<file path="config.mk">
export PLATFORM = sky130hd
export DESIGN_NAME = sec_timer
export DESIGN_NICKNAME = d
export VERILOG_FILES = /design/src/rtl/sec_timer_pkg.sv /design/src/rtl/sec_prescaler.sv /design/src/rtl/sec_counter.sv /design/src/rtl/sec_status.sv /design/src/rtl/sec_timer.sv
export SDC_FILE = /design/constraint.sdc
export NUM_CORES = 1
export LEC_CHECK = 0
export BUFFER_PORTS_ARGS = -buffer_cell sky130_fd_sc_hd__buf_2
export CAP_MARGIN = 40
export CORE_MARGIN = 2
export CORE_UTILIZATION = 54
export DETAILED_ROUTE_END_ITERATION = 12
export PLACE_DENSITY_LB_ADDON = 0.12
export SLEW_MARGIN = 15
export SYNTH_ARGS = -nofsm -noshare
export SYNTH_HDL_FRONTEND = slang
export SYNTH_SLANG_ARGS = --single-unit
</file>
<file path="constraint.sdc">
create_clock -name clk -period 4.51 [get_ports clk]
set_input_delay 0.6765 -clock clk [delete_from_list [all_inputs] [get_ports clk]]
set_output_delay 0.6765 -clock clk [all_outputs]
set_load 0.1 [all_outputs]
</file>
<file path="src/rtl/sec_timer_pkg.sv">
package sec_timer_pkg;
    // Register offsets (byte addresses)
    localparam logic [3:0] OFS_MODE   = 4'h0;
    localparam logic [3:0] OFS_ALARM  = 4'h4;
    localparam logic [3:0] OFS_VALUE  = 4'h8;
    localparam logic [3:0] OFS_STATUS = 4'hC;

    // Mode register control bit positions
    localparam int B_IE_ALM  = 16;
    localparam int B_IE_INC  = 17;
    localparam int B_RESTART = 18;

    // Status flag positions
    localparam int F_ALM = 0;
    localparam int F_INC = 1;
endpackage

</file>
<file path="src/rtl/sec_prescaler.sv">
module sec_prescaler #(
    parameter int PRE_W = 16
) (
    input  logic             clk,
    input  logic             rst_n,
    input  logic             en,
    input  logic             restart,
    input  logic [PRE_W-1:0] div,
    output logic             tick
);
    localparam int CW = PRE_W + 1;

    typedef struct packed {
        logic [PRE_W-1:0] phase;
    } pre_t;

    pre_t s_d, s_q;
    logic [CW-1:0] limit;
    logic [CW-1:0] phase_nx;

    always_comb begin
        // a ratio of zero stands for the full 2**PRE_W range
        limit    = (div == '0) ? {1'b1, {PRE_W{1'b0}}} : {1'b0, div};
        phase_nx = {1'b0, s_q.phase} + CW'(1);
        tick     = en && !restart && (phase_nx >= limit);
        s_d      = s_q;
        if (restart) begin
            s_d.phase = '0;
        end else if (en) begin
            s_d.phase = tick ? '0 : phase_nx[PRE_W-1:0];
        end
    end

    always_ff @(posedge clk or negedge rst_n) begin
        if (!rst_n) s_q <= '0;
        else        s_q <= s_d;
    end

    // restart zeroes the divider phase at the edge
    p_phase_restart_r4: assert property (@(posedge clk) disable iff (!rst_n)
        restart |=> (s_q.phase == '0));
endmodule

</file>
<file path="src/rtl/sec_counter.sv">
module sec_counter #(
    parameter int CNT_W = 32
) (
    input  logic             clk,
    input  logic             rst_n,
    input  logic             tick,
    input  logic             restart,
    input  logic [CNT_W-1:0] alarm,
    output logic [CNT_W-1:0] value,
    output logic             alm_hit,
    output logic             inc_hit
);
    typedef struct packed {
        logic [CNT_W-1:0] cnt;
    } cnt_t;

    cnt_t s_d, s_q;
    logic [CNT_W-1:0] cnt_nx;
    logic             armed;

    always_comb begin
        cnt_nx  = s_q.cnt + CNT_W'(1);
        armed   = (alarm != '1);
        inc_hit = tick;
        alm_hit = tick && armed && (cnt_nx == alarm);
        s_d     = s_q;
        if (restart)   s_d.cnt = '0;
        else if (tick) s_d.cnt = cnt_nx;
    end

    always_ff @(posedge clk or negedge rst_n) begin
        if (!rst_n) s_q <= '0;
        else        s_q <= s_d;
    end

    assign value = s_q.cnt;

    // one step per tick, wrapping at full scale
    p_count_step_r3: assert property (@(posedge clk) disable iff (!rst_n)
        (tick && !restart) |=> (value == CNT_W'($past(value) + 1'b1)));

    // restart zeroes the count
    p_count_restart_r4: assert property (@(posedge clk) disable iff (!rst_n)
        restart |=> (value == '0));

    // without a tick the count holds
    p_count_hold_r3: assert property (@(posedge clk) disable iff (!rst_n)
        (!tick && !restart) |=> $stable(value));
endmodule

</file>
<file path="src/rtl/sec_status.sv">
module sec_status (
    input  logic       clk,
    input  logic       rst_n,
    input  logic [1:0] set,
    input  logic       clr,
    output logic [1:0] flags
);
    typedef struct packed {
        logic [1:0] f;
    } st_t;

    st_t s_d, s_q;

    always_comb begin
        s_d   = s_q;
        // a new event takes priority over a clear in the same cycle
        s_d.f = set | (s_q.f & ~{2{clr}});
    end

    always_ff @(posedge clk or negedge rst_n) begin
        if (!rst_n) s_q <= '0;
        else        s_q <= s_d;
    end

    assign flags = s_q.f;

    p_alarm_wins_r9: assert property (@(posedge clk) disable iff (!rst_n)
        set[0] |=> flags[0]);

    p_inc_wins_r9: assert property (@(posedge clk) disable iff (!rst_n)
        set[1] |=> flags[1]);

    p_read_clears_r7: assert property (@(posedge clk) disable iff (!rst_n)
        (clr && (set == 2'b00)) |=> (flags == 2'b00));
endmodule

</file>
<file path="src/rtl/sec_timer.sv">
module sec_timer
    import sec_timer_pkg::*;
#(
    parameter int          CNT_W   = 32,
    parameter int          PRE_W   = 16,
    parameter int unsigned PRE_RST = 32768,
    parameter int          ADDR_W  = 4
) (
    input  logic              clk,
    input  logic              rst_n,
    input  logic              slow_en,
    input  logic              bus_sel,
    input  logic              bus_wr,
    input  logic [ADDR_W-1:0] bus_addr,
    input  logic [31:0]       bus_wdata,
    output logic [31:0]       bus_rdata,
    output logic              irq
);
    localparam logic [ADDR_W-1:0] A_MODE   = ADDR_W'(OFS_MODE);
    localparam logic [ADDR_W-1:0] A_ALARM  = ADDR_W'(OFS_ALARM);
    localparam logic [ADDR_W-1:0] A_VALUE  = ADDR_W'(OFS_VALUE);
    localparam logic [ADDR_W-1:0] A_STATUS = ADDR_W'(OFS_STATUS);

    typedef struct packed {
        logic [PRE_W-1:0] div;
        logic             ie_alm;
        logic             ie_inc;
        logic [CNT_W-1:0] alarm;
    } regs_t;

    regs_t            r_d, r_q;
    logic             wr_cyc, rd_cyc, restart, stat_clr;
    logic             tick, alm_hit, inc_hit;
    logic [CNT_W-1:0] value;
    logic [1:0]       flags;
    logic             unused_wdata_hi;

    assign unused_wdata_hi = ^bus_wdata[31:B_RESTART+1];

    always_comb begin
        wr_cyc   = bus_sel && bus_wr;
        rd_cyc   = bus_sel && !bus_wr;
        restart  = wr_cyc && (bus_addr == A_MODE) && bus_wdata[B_RESTART];
        stat_clr = rd_cyc && (bus_addr == A_STATUS);
        r_d      = r_q;
        if (wr_cyc && (bus_addr == A_MODE)) begin
            r_d.div    = bus_wdata[PRE_W-1:0];
            r_d.ie_alm = bus_wdata[B_IE_ALM];
            r_d.ie_inc = bus_wdata[B_IE_INC];
        end
        if (wr_cyc && (bus_addr == A_ALARM)) begin
            r_d.alarm = bus_wdata[CNT_W-1:0];
        end
    end

    always_ff @(posedge clk or negedge rst_n) begin
        if (!rst_n) begin
            r_q.div    <= PRE_W'(PRE_RST);
            r_q.ie_alm <= 1'b0;
            r_q.ie_inc <= 1'b0;
            r_q.alarm  <= '1;
        end else begin
            r_q <= r_d;
        end
    end

    always_comb begin
        bus_rdata = '0;
        if (rd_cyc) begin
            case (bus_addr)
                A_MODE: begin
                    bus_rdata[PRE_W-1:0] = r_q.div;
                    bus_rdata[B_IE_ALM]  = r_q.ie_alm;
                    bus_rdata[B_IE_INC]  = r_q.ie_inc;
                end
                A_ALARM:  bus_rdata[CNT_W-1:0] = r_q.alarm;
                A_VALUE:  bus_rdata[CNT_W-1:0] = value;
                A_STATUS: bus_rdata[1:0]       = flags;
                default:  bus_rdata = '0;
            endcase
        end
    end

    assign irq = (flags[F_ALM] && r_q.ie_alm) || (flags[F_INC] && r_q.ie_inc);

    sec_prescaler #(.PRE_W(PRE_W)) u_pre (
        .clk     (clk),
        .rst_n   (rst_n),
        .en      (slow_en),
        .restart (restart),
        .div     (r_q.div),
        .tick    (tick)
    );

    sec_counter #(.CNT_W(CNT_W)) u_cnt (
        .clk     (clk),
        .rst_n   (rst_n),
        .tick    (tick),
        .restart (restart),
        .alarm   (r_q.alarm),
        .value   (value),
        .alm_hit (alm_hit),
        .inc_hit (inc_hit)
    );

    sec_status u_stat (
        .clk   (clk),
        .rst_n (rst_n),
        .set   ({inc_hit, alm_hit}),
        .clr   (stat_clr),
        .flags (flags)
    );

    // a disabled alarm never raises the alarm flag
    p_alarm_off_r6: assert property (@(posedge clk) disable iff (!rst_n)
        $rose(flags[F_ALM]) |-> ($past(r_q.alarm) != '1));

    // the restart command is never stored
    p_no_restart_hold_r2: assert property (@(posedge clk) disable iff (!rst_n)
        (rd_cyc && bus_addr == A_MODE) |-> !bus_rdata[B_RESTART]);
endmodule

</file>
==> results.sh <==
export IMPL_max_stage_delay_ps=550
export IMPL_endpoint_kind="register"
export IMPL_io_buffers=73
export IMPL_critPathMaxFanout=16
export IMPL_hp_class="in2async"
export IMPL_final_max_slew_viol_count=0
export IMPL_rsz0062_at_grt="false"
export IMPL_period_needed_ps=3873
export IMPL_fin_cells=978
export IMPL_worst_setup_path_type="reg2reg"
export IMPL_leakage_nw=3.304
export IMPL_tightest_slew_ps=925.2
export IMPL_grt_pass1_vias=5740
export IMPL_nFillCells=1089
export IMPL_drt_pass1_iter_count=5
export IMPL_yosysMostFrequentCell="nor2_1"
export IMPL_clock_latency_ps=360
export IMPL_dieHeight_um=117.4
export IMPL_clock_sinks=100
export IMPL_postCtsSetupBuffers=0
export IMPL_startpoint="u_pre.s_q[0]"
export IMPL_cp_cell_sequence="ha_1 > and3_1 > and3_1 > nand3_1 > nor2_1 > xor2_1 > ha_1 > and4_1 > nor4b_1 > a211oi_1 > buf_4 > or4_1 > xor2_1 > nor2_1"
export IMPL_setup_viol=0
export IMPL_clockBufferDepth=2
export IMPL_syn_inst=757
export IMPL_antenna_found_initial=0
export IMPL_fmax_mhz=258.2
export IMPL_synth_nets=817
export IMPL_cts_resized=0
export IMPL_cts_root_buffer="clkbuf_16"
export IMPL_status="completed"
export IMPL_syn2layout_area_growth_pct=11.37
export IMPL_die_w_um=117.4
export IMPL_core_area_um2=12570
export IMPL_maxCapViolCount=0
export IMPL_syn_area_per_cell_um2=9.177
export IMPL_cts_tree="built"
export IMPL_worst_r2r_startpoint="u_pre.s_q[0]"
export IMPL_synth_top_area_share_pct=24.14
export IMPL_crit_buf_inv=1
export IMPL_yosysWarnings=0
export IMPL_antenna_cells=0
export IMPL_powerDensity_nw_per_um2=350.6
export IMPL_fin_nets=861
export IMPL_drc=0
export IMPL_track_usage_pct=28.95
export IMPL_rows=41
export IMPL_yosysTopAreaCell="dfrtp_1"
export IMPL_cp_slowest_cell="nor4b_1"
export IMPL_overflow=0
export IMPL_holdBufCountCts=0
export IMPL_start_kind="register"
export IMPL_start_util_pct=55.27
export IMPL_die_area_um2=13790
export IMPL_route_detailed_wl_per_inst_um=19.70
export IMPL_via_per_inst=6.088
export IMPL_synth_seq_cells=100
export IMPL_grt_pass1_wl_mm=31.68
export IMPL_relSlewSlack_pct=38.28
export IMPL_num_io_pins=74
export IMPL_cpLargestDelayFamily="simple AND/OR/NAND/NOR gates"
export IMPL_async_reset_ff_share_pct=100.0
export IMPL_hold_slack_ps=268.9
export IMPL_peakVddDrop_uv=272.0
export IMPL_synth_area_top_cells="dfrtp_1, dfstp_2, mux2_2"
export IMPL_syn_area_um2=6947
export IMPL_drt_iter0_markers=485
export IMPL_synth_common_cells="nor2_1, dfrtp_1, xnor2_1"
export IMPL_cts_htree_levels=3
export IMPL_numCtsBuffers=9
export IMPL_ys_types=66
export IMPL_drive_above_1_share_pct=25.81
export IMPL_dp_cells=962
export IMPL_synth_ff_type="dfrtp_1"
export IMPL_fin_tns_setup_ps=0
export IMPL_final_antenna_net_count=0
export IMPL_dp_hpwl_mm=14.30
export IMPL_timing_final_hold_violations=0
export IMPL_critPathArrivalTime_ps=4110
export IMPL_path_clk_slew_ps=70
export IMPL_routed_wl_mm=19.27
export IMPL_cp_data_required_time_ps=4740
export IMPL_place_gp_congestion=0.9214
export IMPL_finalCritPeriodShare_pct=85.88
export IMPL_grt_max_degree=37
export IMPL_vias=5954
export IMPL_synth_seq_area_share_pct=36.62
export IMPL_synth_edf_count=0
export IMPL_fin_skew_ps=8.024
==> metal layers <==
layer	track usage [%]	part of all wire, %
met5	0	0
met4	7.304	1.2
met3	6.566	6.1
met2	45.65	47
met1	40.51	46
==> sequential cells by signal, summed over array words and instances (netlist names) <==
name / count
u_pre.s_q: 16
u_cnt.value: 32
r_q: 50
u_stat.flags: 2
==> per-stage QoR <==
stage | utilization [%] | area [um2] | total power (W) | setup slack [ps]
finish | 61.55 | 7736 | 0.002712 | 636.8
global route | 61.55 | 7736 | 0.002858 | 253.2
CTS | 61.55 | 7736 | 0.002722 | 653.5
detailed placement | 59.08 | 7426 | 0.001892 | 665.6
global placement | 58.75 | 7383 | 0.001868 | 788.5
floorplan | - | 6947 | 0.001668 | 595.8
==> where the power goes <==
part	total, W	internal, W	switching [W]
Clock	0.000824	0.000462	0.000362
Sequential	0.00125	0.00106	0.000193
Combinational	0.000633	0.000296	0.000337
Total	0.00271	0.00182	0.000892
==> worst register-to-register path, stage by stage, from the launching register on <==
cell and delay, ps:
dfrtp_1 430, ha_1 230, and3_1 200, and3_1 220, nand3_1 190, nor2_1 80, xor2_1 160, ha_1 310
and4_1 210, nor4b_1 550, a211oi_1 190, buf_4 240, or4_1 500, xor2_1 170, nor2_1 60
==> worst paths after layout <==
kind	end	slack, ps	cells past startpoint
hold / removal	r_q[44]	270	1
max in group asynchronous	r_q[18]	3410	2
setup / recovery	u_cnt.value[7]	640	14
min in group clk	r_q[23]	520	3
setup reg to reg	u_cnt.value[7]	640	14
hold reg to reg	u_stat.flags[0]	540	2
==> cells in the final DEF (no fill, tap or decap), types with 9 or more instances in the layout <==
| cell type | synthesis | layout |
|---|---|---|
| a21o_1 | 11 | 11 |
| a21oi_1 | 37 | 37 |
| a22o_1 | 13 | 13 |
| a22oi_1 | 15 | 15 |
| buf_2 | 14 | 72 |
| buf_4 | 5 | 13 |
| clkbuf_16 | 0 | 9 |
| dfrtp_1 | 67 | 67 |
| dfstp_2 | 33 | 33 |
| ha_1 | 19 | 19 |
| inv_1 | 25 | 25 |
| mux2_2 | 50 | 50 |
| mux2i_1 | 18 | 18 |
| nand2_1 | 41 | 41 |
| nand3_1 | 20 | 20 |
| nand4_1 | 20 | 20 |
| nor2_1 | 96 | 96 |
| nor3_1 | 19 | 19 |
| nor4_1 | 13 | 13 |
| o21ai_0 | 14 | 14 |
| or3_1 | 10 | 10 |
| xnor2_1 | 61 | 61 |
| xor2_1 | 20 | 20 |
==> final cells by class <==
class	instances	area (um2)	share of cell area (%)
flip-flops and latches	100	2544	32.88
clock buffers	11	252.7	3.267
repair buffers	87	493.0	6.372
inverters	25	93.84	1.213
well taps	172	215.2	2.782
multi-input cells	578	4080	52.74
clock inverters	5	57.56	0.7440
==> logic make-up after synthesis <==
kind of cell	count (synthesis)	synth area share, %
AND/OR/NAND/NOR	278	20.95
AO/OA/AOI/OAI	131	12.95
flip-flops	100	36.62
XOR/XNOR	81	10.21
buffers and inverters	79	4.827
multiplexers	69	11.02
adder cells (fa/ha/maj)	19	3.422
No activity file was read; power rests on OpenSTA's default activity.
